$ cat config.mk
export PLATFORM = sky130hd
export DESIGN_NAME = funnel_shift_unit
export DESIGN_NICKNAME = d
export VERILOG_FILES = /design/src/rtl/fsh_pkg.sv /design/src/rtl/fsh_decode.sv /design/src/rtl/fsh_mask.sv /design/src/rtl/fsh_core.sv /design/src/rtl/funnel_shift_unit.sv
export SDC_FILE = /design/constraint.sdc
export NUM_CORES = 1
export LEC_CHECK = 0
export ABC_AREA = 0
export CAP_MARGIN = 10
export CORE_ASPECT_RATIO = 2
export CORE_MARGIN = 8
export CORE_UTILIZATION = 61
export CTS_CLUSTER_DIAMETER = 30
export CTS_CLUSTER_SIZE = 16
export DETAILED_ROUTE_END_ITERATION = 12
export PLACE_DENSITY = 0.81
export SETUP_SLACK_MARGIN = 0.3
export SLEW_MARGIN = 10
export SYNTH_ARGS = -nofsm -noshare
export SYNTH_HDL_FRONTEND = slang
export SYNTH_SLANG_ARGS = --single-unit
$ cat constraint.sdc
create_clock -name clk -period 9.9 [get_ports clk]
set_input_delay 1.98 -clock clk [delete_from_list [all_inputs] [get_ports clk]]
set_output_delay 1.98 -clock clk [all_outputs]
set_load 0.1 [all_outputs]
$ cat src/rtl/fsh_pkg.sv
package fsh_pkg;
    localparam int unsigned WORD_W = 16;

    typedef enum logic [2:0] {
        OP_LSH = 3'd0,
        OP_ASR = 3'd1,
        OP_ROR = 3'd2,
        OP_RTS = 3'd3,
        OP_RDW = 3'd4,
        OP_FRM = 3'd5,
        OP_BAD = 3'd6
    } fsh_op_e;
endpackage

$ cat src/rtl/fsh_decode.sv
module fsh_decode
    import fsh_pkg::*;
(
    input  logic    arith,
    input  logic    rot,
    input  logic    spill,
    input  logic    ext,
    input  logic    dir_left,
    output fsh_op_e op
);
    always_comb begin
        unique case ({arith, rot, spill, ext})
            4'b0000: op = OP_LSH;
            4'b1000: op = dir_left ? OP_BAD : OP_ASR;
            4'b0100: op = dir_left ? OP_BAD : OP_ROR;
            4'b0010: op = OP_RTS;
            4'b0011: op = OP_RDW;
            4'b0110: op = OP_FRM;
            default: op = OP_BAD;
        endcase
    end
endmodule

$ cat src/rtl/fsh_mask.sv
module fsh_mask #(
    parameter int unsigned W  = 16,
    localparam int unsigned AW = $clog2(W)
) (
    input  logic [AW-1:0] amt,
    input  logic          en,
    output logic [W-1:0]  hi_mask,
    output logic [W-1:0]  lo_mask
);
    for (genvar i = 0; i < W; i++) begin : g_bit
        assign hi_mask[i] = en && ((AW+1)'(W - 1 - i) < {1'b0, amt});
        assign lo_mask[i] = en && ((AW+1)'(i) < {1'b0, amt});
    end
endmodule

$ cat src/rtl/fsh_core.sv
module fsh_core
    import fsh_pkg::*;
#(
    parameter int unsigned W  = 16,
    localparam int unsigned AW = $clog2(W),
    localparam int unsigned W2 = 2 * W
) (
    input  fsh_op_e       op,
    input  logic          dir_left,
    input  logic [AW-1:0] amt,
    input  logic [W-1:0]  src,
    input  logic [W-1:0]  spill,
    input  logic [W-1:0]  hi_mask,
    input  logic [W-1:0]  lo_mask,
    output logic [W-1:0]  res,
    output logic [W-1:0]  spill_nxt,
    output logic          spill_we
);
    logic [W2-1:0]       pair;
    logic [W-1:0]        rot_r, rot_l, lsh, ssh;
    logic signed [W-1:0] src_s;
    logic [W2-1:0]       dw_r, dw_l;
    logic [W-1:0]        frm_r, frm_l;
    logic [W-1:0]        rts_res, rts_spill;

    assign pair  = {src, spill};
    assign src_s = src;
    assign rot_r = (src >> amt) | (src << (W - int'(amt)));
    assign rot_l = (src << amt) | (src >> (W - int'(amt)));
    assign lsh   = dir_left ? (src << amt) : (src >> amt);
    assign ssh   = src_s >>> amt;
    assign dw_r  = (pair >> amt) | (pair << (W2 - int'(amt)));
    assign dw_l  = (pair << amt) | (pair >> (W2 - int'(amt)));
    assign frm_r = pair[int'(amt) +: W];
    assign frm_l = pair[(W - int'(amt)) +: W];

    always_comb begin
        if (dir_left) begin
            rts_res   = (rot_l & ~lo_mask) | (spill & lo_mask);
            rts_spill = (rot_l & lo_mask)  | (spill & ~lo_mask);
        end else begin
            rts_res   = (rot_r & ~hi_mask) | (spill & hi_mask);
            rts_spill = (rot_r & hi_mask)  | (spill & ~hi_mask);
        end
    end

    always_comb begin
        res       = src;
        spill_nxt = spill;
        spill_we  = 1'b0;
        unique case (op)
            OP_LSH: res = lsh;
            OP_ASR: res = ssh;
            OP_ROR: res = rot_r;
            OP_RTS: begin
                res       = rts_res;
                spill_nxt = rts_spill;
                spill_we  = 1'b1;
            end
            OP_RDW: begin
                {res, spill_nxt} = dir_left ? dw_l : dw_r;
                spill_we         = 1'b1;
            end
            OP_FRM: begin
                res       = dir_left ? frm_l : frm_r;
                spill_nxt = src;
                spill_we  = 1'b1;
            end
            default: res = src;
        endcase
    end
endmodule

$ cat src/rtl/funnel_shift_unit.sv
module funnel_shift_unit
    import fsh_pkg::*;
#(
    parameter int unsigned W  = WORD_W,
    localparam int unsigned AW = $clog2(W)
) (
    input  logic          clk,
    input  logic          rst_n,
    input  logic [W-1:0]  src_i,
    input  logic [AW-1:0] amt_i,
    input  logic          dir_left_i,
    input  logic          md_arith_i,
    input  logic          md_rot_i,
    input  logic          md_spill_i,
    input  logic          md_ext_i,
    output logic [W-1:0]  res_o,
    output logic [W-1:0]  spill_o
);
    typedef struct packed {
        logic [W-1:0] spill;
    } state_t;

    state_t       st_d, st_q;
    fsh_op_e      op;
    logic [W-1:0] hi_mask, lo_mask;
    logic [W-1:0] spill_nxt;
    logic         spill_we;

    fsh_decode u_dec (
        .arith    (md_arith_i),
        .rot      (md_rot_i),
        .spill    (md_spill_i),
        .ext      (md_ext_i),
        .dir_left (dir_left_i),
        .op       (op)
    );

    fsh_mask #(.W(W)) u_mask (
        .amt     (amt_i),
        .en      (op == OP_RTS),
        .hi_mask (hi_mask),
        .lo_mask (lo_mask)
    );

    fsh_core #(.W(W)) u_core (
        .op        (op),
        .dir_left  (dir_left_i),
        .amt       (amt_i),
        .src       (src_i),
        .spill     (st_q.spill),
        .hi_mask   (hi_mask),
        .lo_mask   (lo_mask),
        .res       (res_o),
        .spill_nxt (spill_nxt),
        .spill_we  (spill_we)
    );

    always_comb begin
        st_d = st_q;
        if (spill_we) st_d.spill = spill_nxt;
    end

    always_ff @(posedge clk or negedge rst_n) begin
        if (!rst_n) st_q <= '0;
        else        st_q <= st_d;
    end

    assign spill_o = st_q.spill;

    AST_SPILL_HOLD: assert property (@(posedge clk) disable iff (!rst_n)
        (op inside {OP_LSH, OP_ASR, OP_ROR}) |=> (spill_o == $past(spill_o)));
    AST_BAD_HOLD: assert property (@(posedge clk) disable iff (!rst_n)
        (op == OP_BAD) |=> (spill_o == $past(spill_o)));
    AST_BAD_PASS: assert property (@(posedge clk) disable iff (!rst_n)
        (op == OP_BAD) |-> (res_o == src_i));
    AST_ZERO_AMT: assert property (@(posedge clk) disable iff (!rst_n)
        ((amt_i == '0) && (op inside {OP_LSH, OP_ASR, OP_ROR})) |-> (res_o == src_i));
    AST_MASK_ONES: assert property (@(posedge clk) disable iff (!rst_n)
        (op == OP_RTS) |-> (($countones(hi_mask) == int'(amt_i)) &&
                            ($countones(lo_mask) == int'(amt_i))));
    AST_RTS_ONES: assert property (@(posedge clk) disable iff (!rst_n)
        (op == OP_RTS) |=> ($countones($past(src_i)) + $countones($past(spill_o)) ==
                            $countones($past(res_o)) + $countones(spill_o)));
    AST_RDW_ONES: assert property (@(posedge clk) disable iff (!rst_n)
        (op == OP_RDW) |=> ($countones($past(src_i)) + $countones($past(spill_o)) ==
                            $countones($past(res_o)) + $countones(spill_o)));
endmodule

==> results.json, run 1 <==
{
  "cts-root-buf": "clkbuf_16",
  "grt_start_max_net_pins": 56,
  "post_synth.cell_area_avg_um2": 7.71,
  "post_synth_inst_count": 1453,
  "place.detailed.instances": 1600,
  "synthesis.area_um2": 11200,
  "yosys_warnings": 0,
  "cts_hold_buf": 0,
  "cts_resized": 0,
  "hpwlAfterDp_mm": 51.5,
  "grt.overflow.total": 174,
  "clockBufferDepth": 2,
  "synthArstFlopShare_pct": 100,
  "core.rowCount": 70,
  "number_of_h_tree_branching_levels": 1,
  "distinct_cell_type_count_of_the_synthesized_netlist": 88,
  "yosys_register_bits": 16,
  "synth_ff_type": "dfrtp_1",
  "number_of_top_level_design_ports": 59,
  "number_of_global_route_vias_before_repair": 15800,
  "cts-buffers-inserted": 3,
  "grt_first_pass_wirelength_mm": 117,
  "flow.first_error": "[ERROR GRT-0116] Global routing finished with congestion. Check the congestion regions in the DRC Viewer.",
  "synth_seq_area_share_pct": 3.57,
  "post_cts_setup_bufs": 0,
  "port_buffers": 58,
  "stop_stage": "5_1_grt",
  "die_y_um": 208,
  "chipWidth_um": 112,
  "detailedPlace.worstSlack_ns": 1.65,
  "number_of_synthesized_flops_with_an_enable_pin": 0,
  "groute.usage.overall_pct": 68.4,
  "clock_sink_count": 16,
  "run_status": "did not finish",
  "initial_utilization_pct": 61.8,
  "syn-num-nets": 1482,
  "globalplace.congestion": 1.44
}
cell families after synthesis:
logic type	Yosys count	synth area share [%]
XOR/XNOR	6	0.536
buffers and inverters	193	8.47
adder cells (fa/ha/maj)	2	0.223
flip-flops	16	3.57
AO/OA/AOI/OAI	479	29.0
AND/OR/NAND/NOR	461	18.6
multiplexers	296	39.6
through the flow:
stage / area, um2 / hold WS, ns / util (%)
floorplan: 11200 / 1.23 / -
global placement: 11600 / 0.862 / 63.9
detailed placement: 11600 / 0.883 / 63.9
CTS: 11700 / 0.899 / 64.4
metal layers:
layer | track usage, % | GRT overflow
met4 | 70.6 | 75
met3 | 51.3 | 0
met5 | 12.6 | 0
met2 | 87.6 | 98
met1 | 66.3 | 1
synth_stat cells (14+ instances only):
| master | number | share of area (%) |
|---|---|---|
| mux4_2 | 112 | 23 |
| a31oi_1 | 24 | 1.3 |
| a22oi_1 | 22 | 1.5 |
| o221ai_1 | 15 | 1.2 |
| nor3_1 | 36 | 1.6 |
| buf_4 | 14 | 0.94 |
| a21oi_1 | 89 | 4.0 |
| mux2i_1 | 128 | 11 |
| nor2_1 | 161 | 5.4 |
| dfrtp_1 | 16 | 3.6 |
| a211oi_1 | 30 | 2.0 |
| nand2_1 | 141 | 4.7 |
| mux2_2 | 56 | 5.6 |
| nand3_1 | 33 | 1.5 |
| o21ai_0 | 110 | 4.9 |
| o211ai_1 | 31 | 2.1 |
| buf_2 | 43 | 1.9 |
| clkbuf_1 | 95 | 3.2 |
==> run 2: changes to the inputs <==
--- a/config.mk
+++ b/config.mk
@@ -7,14 +7,10 @@
 export LEC_CHECK = 0
 export ABC_AREA = 0
 export CAP_MARGIN = 10
-export CORE_ASPECT_RATIO = 2
 export CORE_MARGIN = 8
-export CORE_UTILIZATION = 61
-export CTS_CLUSTER_DIAMETER = 30
-export CTS_CLUSTER_SIZE = 16
+export CORE_UTILIZATION = 40
 export DETAILED_ROUTE_END_ITERATION = 12
-export PLACE_DENSITY = 0.81
-export SETUP_SLACK_MARGIN = 0.3
+export PLACE_DENSITY_LB_ADDON = 0.15
 export SLEW_MARGIN = 10
 export SYNTH_ARGS = -nofsm -noshare
 export SYNTH_HDL_FRONTEND = slang
==> results.json, run 2 <==
{
  "post_drt_via_cell_ratio": 8.28,
  "grt_antenna_before_repair": 8,
  "clock_insertion_delay_worst_skew_ns": 0.26,
  "core.rowCount": 61,
  "start_kind": "primary input",
  "commonest_non_fill_non_tap_cell_in_the_layout": "nor2_1",
  "worst_ir_drop_vdd_mv": 0.0956,
  "cp-end-kind": "output port",
  "worst_ep_required_time_ns": 7.92,
  "slew_violations": 0,
  "path_clk_slew_ns": 0.05,
  "design.core.area_um2": 27700,
  "grt_start_max_net_pins": 68,
  "clock_sink_count": 16,
  "synth_seq_area_share_pct": 3.57,
  "initial_utilization_pct": 40.5,
  "timing.reg2reg.worst_path_depth": 7,
  "groute.usage.overall_pct": 46.3,
  "finalCriticalPeriod_ns": 8.30,
  "holdPathStages": 3,
  "ant_nets": 0,
  "chipWidth_um": 183,
  "netlist_top_cells_area": "mux4_2, mux2i_1, mux2_2",
  "timing.slew.headroom_pct": 15.2,
  "number_of_synthesized_flops_with_an_enable_pin": 0,
  "setup_total_negative_slack_ns": 0,
  "grt_setup_unrepaired": "false",
  "worst-endpoint-arrival_ns": 6.32,
  "synth_ff_type": "dfrtp_1",
  "area_growth_syn_to_layout_pct": 8.59,
  "yosys_warnings": 0,
  "num-fill-cells": 2868,
  "nNetsFinal": 1452,
  "synthesis.area_um2": 11200,
  "yosys.cell_count.top_type": "nor2_1",
  "routed-via-count": 14900,
  "rrSetupSlack_ns": 6.68,
  "hpwlAfterDp_mm": 56.7,
  "run_status": "finished clean",
  "drt_first_pass_iters": 7,
  "setup-violations-final": 0,
  "globalplace.congestion": 1.13,
  "post_cts_setup_bufs": 0,
  "cts_hold_buf": 0,
  "layout_common_cells": "nor2_1, nand2_1, mux2i_1, mux4_2, o21ai_0",
  "worst_slew_pin_slew_ns": 1.26,
  "netlist_top_cells_count": "nor2_1, nand2_1, mux2i_1, mux4_2, o21ai_0",
  "post-layout-total-power_mw": 1.70,
  "post_synth.cell_area_avg_um2": 7.71,
  "number_of_h_tree_branching_levels": 1,
  "yosysTopAreaCellShare_pct": 22.5,
  "distinct_cell_type_count_of_the_synthesized_netlist": 88,
  "cts-root-buf": "clkbuf_16",
  "die_y_um": 183,
  "timing_hold_violations_final": 0,
  "clock_skew_ns": 0.00239,
  "number_of_top_level_design_ports": 59,
  "fin_crit_sh_pct": 83.8,
  "port_buffers": 58,
  "cts_resized": 0,
  "grt.overflow.total": 0,
  "cts-buffers-inserted": 3,
  "yosys_register_bits": 16,
  "initial_drt_markers": 3183,
  "post_synth_inst_count": 1453,
  "drt-total-wl_mm": 79.4,
  "p_leak_nw": 4.35,
  "clockBufferDepth": 2,
  "syn-num-nets": 1482,
  "die-area_um2": 33600,
  "grt_first_pass_wirelength_mm": 111,
  "pwr_density_cell_nw_per_um2": 140,
  "fmax_ghz": 0.120,
  "detail_route.drc_violations": 0,
  "cap_viol_max_count": 0,
  "layout_cell_share_with_drive_strength_beyond_1_pct": 21.9,
  "hold_path.class": "reg2reg",
  "tritoncts": "yes",
  "wire_per_inst_um": 44.0,
  "synthArstFlopShare_pct": 100,
  "timing.critical_path.fanout_max": 26,
  "crit-reg2reg-launch": "spill_o[15]",
  "number_of_global_route_vias_before_repair": 13800,
  "synth_largest_area_cell": "mux4_2",
  "setup.worst_path.class": "in2out"
}
[run 2: logic make-up after synthesis]
group / after synthesis / share of synthesized area [%]
and+or+nand+nor: 461 / 18.6
xor gates and xnor gates: 6 / 0.536
muxes: 296 / 39.6
buffers and inverters: 193 / 8.47
DFF: 16 / 3.57
adders and majority gates: 2 / 0.223
AOI/OAI and AO/OA: 479 / 29.0
[run 2: power breakdown]
part	internal, mW	leakage (nW)	switching [mW]
logic	0.460	4.12	0.958
registers	0.0811	0.188	0.107
clock network	0.0617	0.0442	0.0311
[run 2: worst max-delay path, cell delays in order]
cell and delay (ns):
buf_4 0.38, or4_1 0.77, nand2_1 0.94, a311oi_2 0.96, o32ai_1 0.20, o32ai_1 0.55
o211ai_1 0.23, buf_4 0.29
[run 2: cell type report]
cell class	instances	area, um2	area share, %
Timing Repair Buffer	142	1190	9.76
Antenna cell	5	12.5	0.103
Clock buffer	4	88.8	0.730
Sequential cell	16	400	3.29
Inverter	16	60.1	0.494
Tap cell	378	473	3.89
Multi-Input combinational cell	1244	9950	81.7
[run 2: routing by layer]
metal / up-vias / routed length, um / track usage, % / share of wire [%]
met5: - / 57 / 0 / 0.072
met4: 6 / 7920 / 35.3 / 10
met3: 488 / 13300 / 22.0 / 17
met2: 1636 / 31900 / 64.7 / 40
met1: 7143 / 26200 / 53.9 / 33
li1: 5666 / - / - / -
[run 2: worst max-delay path by stage]
stage,start,end,slack [ns],cells past startpoint
3_5_place_dp,amt_i[2],res_o[2],2.00,10
6_report,amt_i[3],res_o[9],1.60,8
5_1_grt,amt_i[0],res_o[9],1.71,11
2_1_floorplan,amt_i[1],res_o[1],1.25,13
3_3_place_gp,amt_i[2],res_o[2],1.91,10
4_1_cts,amt_i[2],res_o[2],1.99,10
[run 2: per-stage QoR]
step                      hold WS (ns)  instance area (um2)  std cells  worst slack, ns  util (%)
after floorplan                   1.23                11200       1453             1.25         -
after global placement           0.781                12000       1794             1.91      43.5
after detailed placement         0.790                12000       1794             2.00      43.5
after CTS                        0.793                12100       1798             1.99      43.8
after global routing             0.849                12200       1800             1.71      43.9
final                            0.805                12200       1805             1.60      43.9
(Power assumes the default switching activity.)
